## src/rtl/sdfe_pkg.sv

```systemverilog
package sdfe_pkg;
  // strobes passed from the interval control to the datapath
  typedef struct packed {
    logic snap;   // capture accumulator as the new baseline
    logic emit;   // a full interval with a valid baseline has ended
  } sdfe_ctl_t;

  localparam int SYNC_STAGES = 2;
endpackage

```

## src/rtl/sdfe_ctrl.sv

```systemverilog
module sdfe_ctrl
  import sdfe_pkg::*;
#(
  parameter int LEN_W   = 16,
  parameter int MIN_LEN = 2
) (
  input  logic             clk,
  input  logic             rst_n,
  input  logic [LEN_W-1:0] intervalLen,
  output sdfe_ctl_t        ctl,
  output logic [LEN_W-1:0] curLen
);
  localparam logic [LEN_W-1:0] LEN_FLOOR = LEN_W'(MIN_LEN);

  logic             started;
  logic             hasBase;
  logic [LEN_W-1:0] remain;
  logic [LEN_W-1:0] lenClamped;
  logic             boundary;

  assign lenClamped = (intervalLen < LEN_FLOOR) ? LEN_FLOOR : intervalLen;
  assign boundary   = started && (remain == '0);

  always_ff @(posedge clk) begin
    if (!rst_n) begin
      started <= 1'b0;
      hasBase <= 1'b0;
      remain  <= '0;
      curLen  <= LEN_FLOOR;
    end else if (!started) begin
      started <= 1'b1;
      curLen  <= lenClamped;
      remain  <= lenClamped - 1'b1;
    end else if (boundary) begin
      hasBase <= 1'b1;
      curLen  <= lenClamped;
      remain  <= lenClamped - 1'b1;
    end else begin
      remain  <= remain - 1'b1;
    end
  end

  always_comb begin
    ctl.snap = boundary;
    ctl.emit = boundary && hasBase;
  end


  len_hold_chk: assert property (@(posedge clk) disable iff (!rst_n)
    (started && remain != '0) |=> $stable(curLen));


  len_floor_chk: assert property (@(posedge clk) disable iff (!rst_n)
    started |-> (curLen >= LEN_FLOOR));


  remain_range_chk: assert property (@(posedge clk) disable iff (!rst_n)
    started |-> (remain < curLen));
endmodule

```

## src/rtl/sdfe_datapath.sv

```systemverilog
module sdfe_datapath
  import sdfe_pkg::*;
#(
  parameter int ACC_W = 32,
  parameter int LEN_W = 16
) (
  input  logic             clk,
  input  logic             rst_n,
  input  logic             cmpIn,
  input  sdfe_ctl_t        ctl,
  input  logic [LEN_W-1:0] curLen,
  output logic             fbOut,
  output logic             sampleValid,
  output logic [ACC_W-1:0] sampleOut,
  output logic [ACC_W-1:0] rawCount
);
  logic [SYNC_STAGES-1:0] syncQ;
  logic                   bitNow;
  logic [ACC_W-1:0]       acc;
  logic [ACC_W-1:0]       snapPrev;
  logic [ACC_W-1:0]       halfLen;
  logic [ACC_W-1:0]       delta;

  always_ff @(posedge clk) begin
    if (!rst_n) syncQ <= '0;
    else        syncQ <= {syncQ[SYNC_STAGES-2:0], cmpIn};
  end

  assign bitNow  = syncQ[SYNC_STAGES-1];
  assign fbOut   = ~bitNow;
  assign halfLen = ACC_W'(curLen >> 1);
  assign delta   = acc - snapPrev;

  always_ff @(posedge clk) begin
    if (!rst_n) begin
      acc         <= '0;
      snapPrev    <= '0;
      sampleOut   <= '0;
      sampleValid <= 1'b0;
    end else begin
      acc         <= acc + ACC_W'(bitNow);
      sampleValid <= ctl.emit;
      if (ctl.snap) snapPrev  <= acc;
      if (ctl.emit) sampleOut <= delta - halfLen;
    end
  end

  assign rawCount = acc;

  // cycles since reset release, saturating, guards the delayed check
  logic [1:0] rstAge;
  always_ff @(posedge clk) begin
    if (!rst_n)               rstAge <= '0;
    else if (rstAge != 2'd3)  rstAge <= rstAge + 1'b1;
  end


  fb_inverse_chk: assert property (@(posedge clk) disable iff (!rst_n)
    (rstAge >= 2'd2) |-> (fbOut == !$past(cmpIn, 2)));


  acc_step_chk: assert property (@(posedge clk) disable iff (!rst_n)
    (rawCount - $past(rawCount)) <= ACC_W'(1));


  strobe_pulse_chk: assert property (@(posedge clk) disable iff (!rst_n)
    sampleValid |=> !sampleValid);


  sample_hold_chk: assert property (@(posedge clk) disable iff (!rst_n)
    !sampleValid |-> $stable(sampleOut));
endmodule

```

## src/rtl/sdfe_top.sv

```systemverilog
module sdfe_top
  import sdfe_pkg::*;
#(
  parameter int ACC_W = 32,
  parameter int LEN_W = 16
) (
  input  logic             clk,
  input  logic             rst_n,
  input  logic             cmpIn,
  output logic             fbOut,
  input  logic [LEN_W-1:0] intervalLen,
  output logic             sampleValid,
  output logic [ACC_W-1:0] sampleOut,
  output logic [ACC_W-1:0] rawCount
);
  sdfe_ctl_t        ctl;
  logic [LEN_W-1:0] curLen;

  sdfe_ctrl #(.LEN_W(LEN_W), .MIN_LEN(2)) ctrl_i (
    .clk(clk), .rst_n(rst_n), .intervalLen(intervalLen),
    .ctl(ctl), .curLen(curLen)
  );

  sdfe_datapath #(.ACC_W(ACC_W), .LEN_W(LEN_W)) dp_i (
    .clk(clk), .rst_n(rst_n), .cmpIn(cmpIn), .ctl(ctl), .curLen(curLen),
    .fbOut(fbOut), .sampleValid(sampleValid), .sampleOut(sampleOut),
    .rawCount(rawCount)
  );
endmodule

```

## config.mk

```make
export PLATFORM = sky130hd
export DESIGN_NAME = sdfe_top
export DESIGN_NICKNAME = d
export VERILOG_FILES = /design/src/rtl/sdfe_pkg.sv /design/src/rtl/sdfe_ctrl.sv /design/src/rtl/sdfe_datapath.sv /design/src/rtl/sdfe_top.sv
export SDC_FILE = /design/constraint.sdc
export NUM_CORES = 1
export LEC_CHECK = 0
export ABC_AREA = 1
export BUFFER_PORTS_ARGS = -buffer_cell sky130_fd_sc_hd__buf_2
export CAP_MARGIN = 30
export CORE_MARGIN = 2
export CORE_UTILIZATION = 55
export CTS_CLUSTER_DIAMETER = 120
export CTS_CLUSTER_SIZE = 40
export DETAILED_ROUTE_END_ITERATION = 8
export PLACE_DENSITY_LB_ADDON = 0.12
export SETUP_SLACK_MARGIN = 0.5
export SLEW_MARGIN = 10
export SYNTH_ARGS = -nofsm -noshare
export SYNTH_HDL_FRONTEND = slang
export SYNTH_SLANG_ARGS = --single-unit
```

## constraint.sdc

```tcl
create_clock -name clk -period 2.74 [get_ports clk]
set_clock_uncertainty 0.2 [all_clocks]
set_input_delay 0.548 -clock clk [delete_from_list [all_inputs] [get_ports clk]]
set_output_delay 0.548 -clock clk [all_outputs]
set_load 0.005 [all_outputs]
```

==> impl_metrics.env, run 1 <==
export IMPL_status="completed"
export IMPL_grt_max_degree=57
export IMPL_final_nets=1627
export IMPL_wl_per_cell_um=16.93
export IMPL_drtIter0Drc=1073
export IMPL_final_cell_area_um2=11870
export IMPL_final_cell_mix="nand2_1, inv_1, a21oi_1"
export IMPL_synth_compound_area_frac=0.1187
export IMPL_synth_edf_count=0
export IMPL_final_common_cell="nand2_1"
export IMPL_cp_num_cells=12
export IMPL_syn_area_per_cell_um2=6.440
export IMPL_numCtsBuffers=17
export IMPL_synthArstFlopShare=0
export IMPL_place_congestion=0.9796
export IMPL_drive_gt1_frac=0.3001
export IMPL_synth_xor_xnor_area_share=0.03412
export IMPL_synthesis_area_um2=8984
export IMPL_grt_pass1_wl_um=43410
export IMPL_drv_slew=0
export IMPL_syn_nets=1482
export IMPL_ant_nets=0
export IMPL_worstSetupPathType="register to register"
export IMPL_max_slew_margin=0.6977
export IMPL_drt_pass1_iter_count=6
export IMPL_path_cells="inv_1 > fa_1 > ha_4 > nand2_4 > inv_2 > nand2_4 > a21oi_1 > o21ai_1 > nand3_1 > nand2_1 > nand3_1 > a21oi_1"
export IMPL_grt_antenna_before_repair=0
export IMPL_yosysSeqAreaShare=0.2942
export IMPL_critPathRequiredTime_ns=2.87
export IMPL_p_leak_nw=5.662
export IMPL_cp_slowest_cell="fa_1"
export IMPL_finalSetupTns_ns=0
export IMPL_path_buf_inv=2
export IMPL_clkLatencyLatePin_ns=0.44
export IMPL_rsz0062_at_grt="true"
export IMPL_die_x_um=131.8
export IMPL_min_path_type="input port to register"
export IMPL_synth_main_ff_cell="dfxtp_1"
export IMPL_die_area_um2=17370
export IMPL_initial_core_util=0.5635
export IMPL_dp_hpwl_um=19520
export IMPL_io_pins=85
export IMPL_cts_tree="yes"
export IMPL_powerDensity_nw_per_um2=535.0
export IMPL_fin_crit_sh=0.9633
export IMPL_cts_htree_levels=4
export IMPL_max_cap_violations=0
export IMPL_crit_family="adder cells"
export IMPL_fp_dieH_um=131.8
export IMPL_dp_cells=1702
export IMPL_finalSetupViolCount=0
export IMPL_worst_pin_slew_ns=0.4528
export IMPL_dpl_cell_area_um2=10020
export IMPL_cts_root_buf="clkbuf_16"
export IMPL_diodes=0
export IMPL_area_growth_pct=32.16
export IMPL_startpoint_type="register"
export IMPL_yosysUniqueCellTypes=45
export IMPL_yosys_warnings=0
export IMPL_numPortBuffers=84
export IMPL_hold_viol_final=0
export IMPL_vias_per_cell=5.540
export IMPL_cts_sinks=132
export IMPL_synth_mux_area_frac=0
export IMPL_synth_seq_cells=132
export IMPL_reg2regPathDepth=12
export IMPL_synthAdderAreaFrac=0.1072
export IMPL_period_needed_ns=2.639
export IMPL_final_cells=1769
export IMPL_clockBufferDepth=2
export IMPL_cp_arrival_ns=2.77
export IMPL_drc_errors=0
export IMPL_wl_um=29960
export IMPL_first_global_vias=8847
export IMPL_max_freq_mhz=378.9
export IMPL_num_vias=9801
export IMPL_rows=46
export IMPL_yosys_area_share_simple=0.3064
export IMPL_clkSlewWorstSetupHoldPaths_ns=0.06
export IMPL_gr_total_overflow=0
export IMPL_cp_max_fo=5
export IMPL_end_kind="register"
export IMPL_vdd_drop_max_uv=476.7
export IMPL_track_usage=0.3118
export IMPL_synth_cells=1395
export IMPL_design_core_area_um2=15940
export IMPL_worstHoldPathCells=3
export IMPL_critPathMaxStageDelay_ns=0.59
export IMPL_synth_top_family_by_area="simple AND/OR/NAND/NOR gates"
-- cell usage after synthesis (8+ instances only) --
library cell,instances,area share
o21ai_1,20,0.011
nand4_1,18,0.013
fa_1,15,0.033
buf_6,8,0.010
nand3_1,68,0.038
nand2_1,376,0.16
nor3_1,31,0.017
nor2_1,110,0.046
xor2_1,28,0.027
dfxtp_1,132,0.29
or2_2,11,0.0077
inv_1,282,0.12
a21oi_1,128,0.071
clkbuf_1,15,0.0063
ha_1,53,0.074
o21ai_0,45,0.025
-- timing repair --
action | in CTS | in global routing
hold buffers | 0 | 0
setup buffers | 17 | 18
cloned | 0 | 0
pin swaps | 65 | 98
setup endpoints to repair | 33 | 66
gates resized for setup | 118 | 173
-- state kept, by name, summed over array words and instances (netlist names) --
name	cells
ctrl_i.started	1
ctrl_i.curLen	15
dp_i.sampleOut	32
dp_i.snapPrev	32
dp_i.rawCount	32
ctrl_i.hasBase	1
dp_i.syncQ	2
ctrl_i.remain	16
dp_i.sampleValid	1
-- logic make-up (layout without fill, tap and decap cells) --
family                     count (synthesis)  after routing
AOI/OAI and AO/OA                        206            206
xor gates and xnor gates                  35             35
adders and majority gates                 68             68
buffers and inverters                    314            472
DFF                                      132            132
and+or+nand+nor                          640            640
-- worst min-delay path, cell delays in order --
cell and delay [ns]:
buf_2 0.07, nand2_1 0.04, inv_1 0.04
-- per-layer routing --
layer | share of wire | routed length, um | vias up | GRT usage
met5 | 0 | 0 | - | 0
met4 | 0.046 | 1366 | 0 | 0.1147
met3 | 0.087 | 2609 | 134 | 0.07113
met2 | 0.45 | 13360 | 571 | 0.4907
met1 | 0.42 | 12620 | 4461 | 0.4202
li1 | - | - | 4635 | -
-- worst paths after layout --
check | endpoint | slack [ns] | startpoint
setup / recovery | dp_i.sampleOut[17] | 0.10 | dp_i.snapPrev[3]
hold / removal | dp_i.syncQ[0] | 0.1 | cmpIn
setup reg to reg | dp_i.sampleOut[17] | 0.10 | dp_i.snapPrev[3]
hold reg to reg | dp_i.syncQ[1] | 0.22 | dp_i.syncQ[0]
-- power breakdown --
part,internal [mW],leakage [nW],switching [mW]
registers,1.97,1.09,0.0366
logic,0.714,4.28,1.18
clock network,1.49,0.301,0.963
-- cell type report --
| class | instances | area [um^2] |
|---|---|---|
| Clock buffer | 19 | 452.9 |
| Clock inverter | 13 | 171.4 |
| Fill cell | 1227 | 4070 |
| Inverter | 283 | 1072 |
| Multi-Input combinational cell | 949 | 6212 |
| Sequential cell | 132 | 2681 |
| Tap cell | 216 | 270.3 |
| Timing Repair Buffer | 157 | 1012 |
-- through the flow --
| stage | utilization | hold slack (ns) | setup slack [ns] | power (mW) |
|---|---|---|---|---|
| final | 0.7447 | 0.09756 | 0.1005 | 6.352 |
| after global routing | 0.7447 | 0.09262 | 0.05665 | 6.555 |
| after CTS | 0.7004 | 0.08970 | 0.3195 | 5.895 |
| after detailed placement | 0.6284 | 0.2019 | 0.1414 | 3.261 |
| after global placement | 0.6284 | 0.2017 | 0.1595 | 3.245 |
| after floorplan | - | 0.1905 | 0.4693 | 2.969 |
Note: power is estimated with default switching activity, not from simulation.
==> inputs of run 2 (changes only) <==
--- a/config.mk
+++ b/config.mk
@@ -13,6 +13,7 @@
 export CTS_CLUSTER_DIAMETER = 120
 export CTS_CLUSTER_SIZE = 40
 export DETAILED_ROUTE_END_ITERATION = 8
+export MAX_ROUTING_LAYER = met4
 export PLACE_DENSITY_LB_ADDON = 0.12
 export SETUP_SLACK_MARGIN = 0.5
 export SLEW_MARGIN = 10
==> run 2 against run 1 <==
Net effect: combinational power hardly changed; count of clock-buffer cells in the layout is 5 higher; largest cell class unchanged; first-iteration DRC count is 9.9% lower; non-clock buffer count is 3 higher; critical path depth is 1 lower.
==> impl_metrics.env, run 2 (same netlist as run 1, synthesis figures left out) <==
export IMPL_vdd_drop_max_uv=488.3
export IMPL_reg2reg_from="dp_i.rawCount[2]"
export IMPL_rr_endpoint="dp_i.sampleOut[17]"
export IMPL_area_growth_pct=32.88
export IMPL_drv_slew=0
export IMPL_rows=46
export IMPL_clockBufferDepth=2
export IMPL_power_frac_clock=0.380
export IMPL_rsz0062_at_grt="true"
export IMPL_final_cell_mix="nand2_1, inv_1, a21oi_1"
export IMPL_fin_crit_sh=0.9767
export IMPL_cp_max_fo=6
export IMPL_cts_root_buf="clkbuf_16"
export IMPL_num_vias=9791
export IMPL_ant_nets=0
export IMPL_gr_total_overflow=0
export IMPL_sw_frac_of_total=0.3388
export IMPL_cts_sinks=132
export IMPL_design_core_area_um2=15940
export IMPL_period_needed_ns=2.676
export IMPL_hold_path_startpoint="cmpIn"
export IMPL_drive_gt1_frac=0.3239
export IMPL_vias_per_cell=5.525
export IMPL_max_slew_margin=0.7193
export IMPL_power_frac_seq=0.320
export IMPL_max_cap_violations=0
export IMPL_numPortBuffers=84
export IMPL_met2_length_um=13430
export IMPL_critPathRequiredTime_ns=2.91
export IMPL_drc_errors=0
export IMPL_clkSlewWorstSetupHoldPaths_ns=0.06
export IMPL_powerDensity_nw_per_um2=525.4
export IMPL_dp_cells=1704
export IMPL_p_leak_nw=5.619
export IMPL_die_x_um=131.8
export IMPL_final_cells=1772
export IMPL_dr_wl_met3_um=2657
export IMPL_power_internal_mw=4.147
export IMPL_grt_max_degree=76
export IMPL_drt_pass1_iter_count=7
export IMPL_track_usage=0.3282
export IMPL_dpl_cell_area_um2=10030
export IMPL_min_path_type="input port to register"
export IMPL_place_congestion=0.9893
export IMPL_reg2regPathDepth=11
export IMPL_die_area_um2=17370
export IMPL_finalSetupTns_ns=0
export IMPL_final_common_cell="nand2_1"
export IMPL_reg2reg_slack_ns=0.06
export IMPL_top_layer_used="met4"
export IMPL_cts_htree_levels=4
export IMPL_cts_tree="yes"
export IMPL_end_kind="register"
export IMPL_io_pins=85
export IMPL_numCtsBuffers=17
export IMPL_finalSetupViolCount=0
export IMPL_power_frac_comb=0.301
export IMPL_status="completed"
export IMPL_final_nets=1630
export IMPL_dp_hpwl_um=19700
export IMPL_cp_arrival_ns=2.84
export IMPL_fp_dieH_um=131.8
export IMPL_worstHoldPathCells=3
export IMPL_drt_met1_wl_um=12900
export IMPL_wl_um=30360
export IMPL_final_cell_area_um2=11940
export IMPL_hold_viol_final=0
export IMPL_n_fill_cell=1237
export IMPL_switchingPower_mw=2.125
export IMPL_initial_core_util=0.5635
export IMPL_grt_pass1_wl_um=44280
export IMPL_power_mw=6.272
export IMPL_worst_pin_slew_ns=0.4179
export IMPL_startpoint_type="register"
export IMPL_worstSetupPathType="register to register"
export IMPL_max_freq_mhz=373.7
export IMPL_clkLatencyLatePin_ns=0.44
export IMPL_first_global_vias=8901
export IMPL_startpoint="dp_i.rawCount[2]"
export IMPL_grt_antenna_before_repair=0
export IMPL_diodes=0
export IMPL_wl_per_cell_um=17.13
export IMPL_hold_end="dp_i.syncQ[0]"
export IMPL_drtIter0Drc=967
-- run 2: final cells by class --
type                            instances  area (um^2)  area share
Multi-Input combinational cell        949         6291      0.5270
Sequential cell                       132         2694      0.2257
Clock buffer                           24        471.7     0.03951
Timing Repair Buffer                  160         1016     0.08511
Clock inverter                          8        125.1     0.01048
Inverter                              283         1070     0.08961
Tap cell                              216        270.3     0.02264
-- run 2: critical path, stage by stage, from the launching register on --
cell     delay [ns]
dfxtp_2        0.35
fa_1           0.61
ha_4           0.27
nand2_4        0.10
nand2_1        0.08
nand2_2        0.10
a21oi_1        0.07
o21ai_1        0.24
nand3_1        0.14
nand2_1        0.10
nand3_1        0.14
a21oi_2        0.20
-- run 2: worst max-delay path by stage --
stage	endpoint	slack (ns)	cells past startpoint
5_1_grt	dp_i.sampleOut[17]	-0.02	12
3_3_place_gp	dp_i.sampleOut[18]	0.18	13
4_1_cts	dp_i.sampleOut[31]	0.32	15
3_5_place_dp	dp_i.sampleOut[18]	0.13	13
2_1_floorplan	dp_i.sampleOut[31]	0.47	14
6_report	dp_i.sampleOut[17]	0.06	11
-- run 2: stage by stage --
stage	utilization	setup slack, ns	hold WS [ns]
floorplan	-	0.4693	0.1905
global placement	0.6293	0.1840	0.2035
detailed placement	0.6293	0.1295	0.2342
CTS	0.7092	0.3241	0.1094
global route	0.7488	-0.02054	0.1000
finish	0.7488	0.06392	0.1020
-- run 2: timing repair --
| action | 4_1_cts | 5_1_grt |
|---|---|---|
| pin swaps | 87 | 110 |
| endpoints found under the hold margin | 0 | 0 |
| resized for setup | 162 | 160 |
| hold buffers | 0 | 0 |
| buffers inserted | 21 | 15 |
| endpoints found under the setup margin | 31 | 38 |
-- run 2: layer usage --
layer  global-route usage  vias up
met3              0.06844      140
li1                     -     4653
met4               0.1135        0
met1               0.4320     4452
met5                    -        -
met2               0.5032      546
-- run 2: power groups by stage --
stage | combinational, mW | sequential, mW | clock (mW)
after floorplan | 0.933 | 2.04 | 0
after global placement | 1.20 | 2.04 | 0
after detailed placement | 1.22 | 2.04 | 0
after CTS | 1.51 | 2.00 | 2.37
after global routing | 2.00 | 2.01 | 2.47
final | 1.89 | 2.01 | 2.38
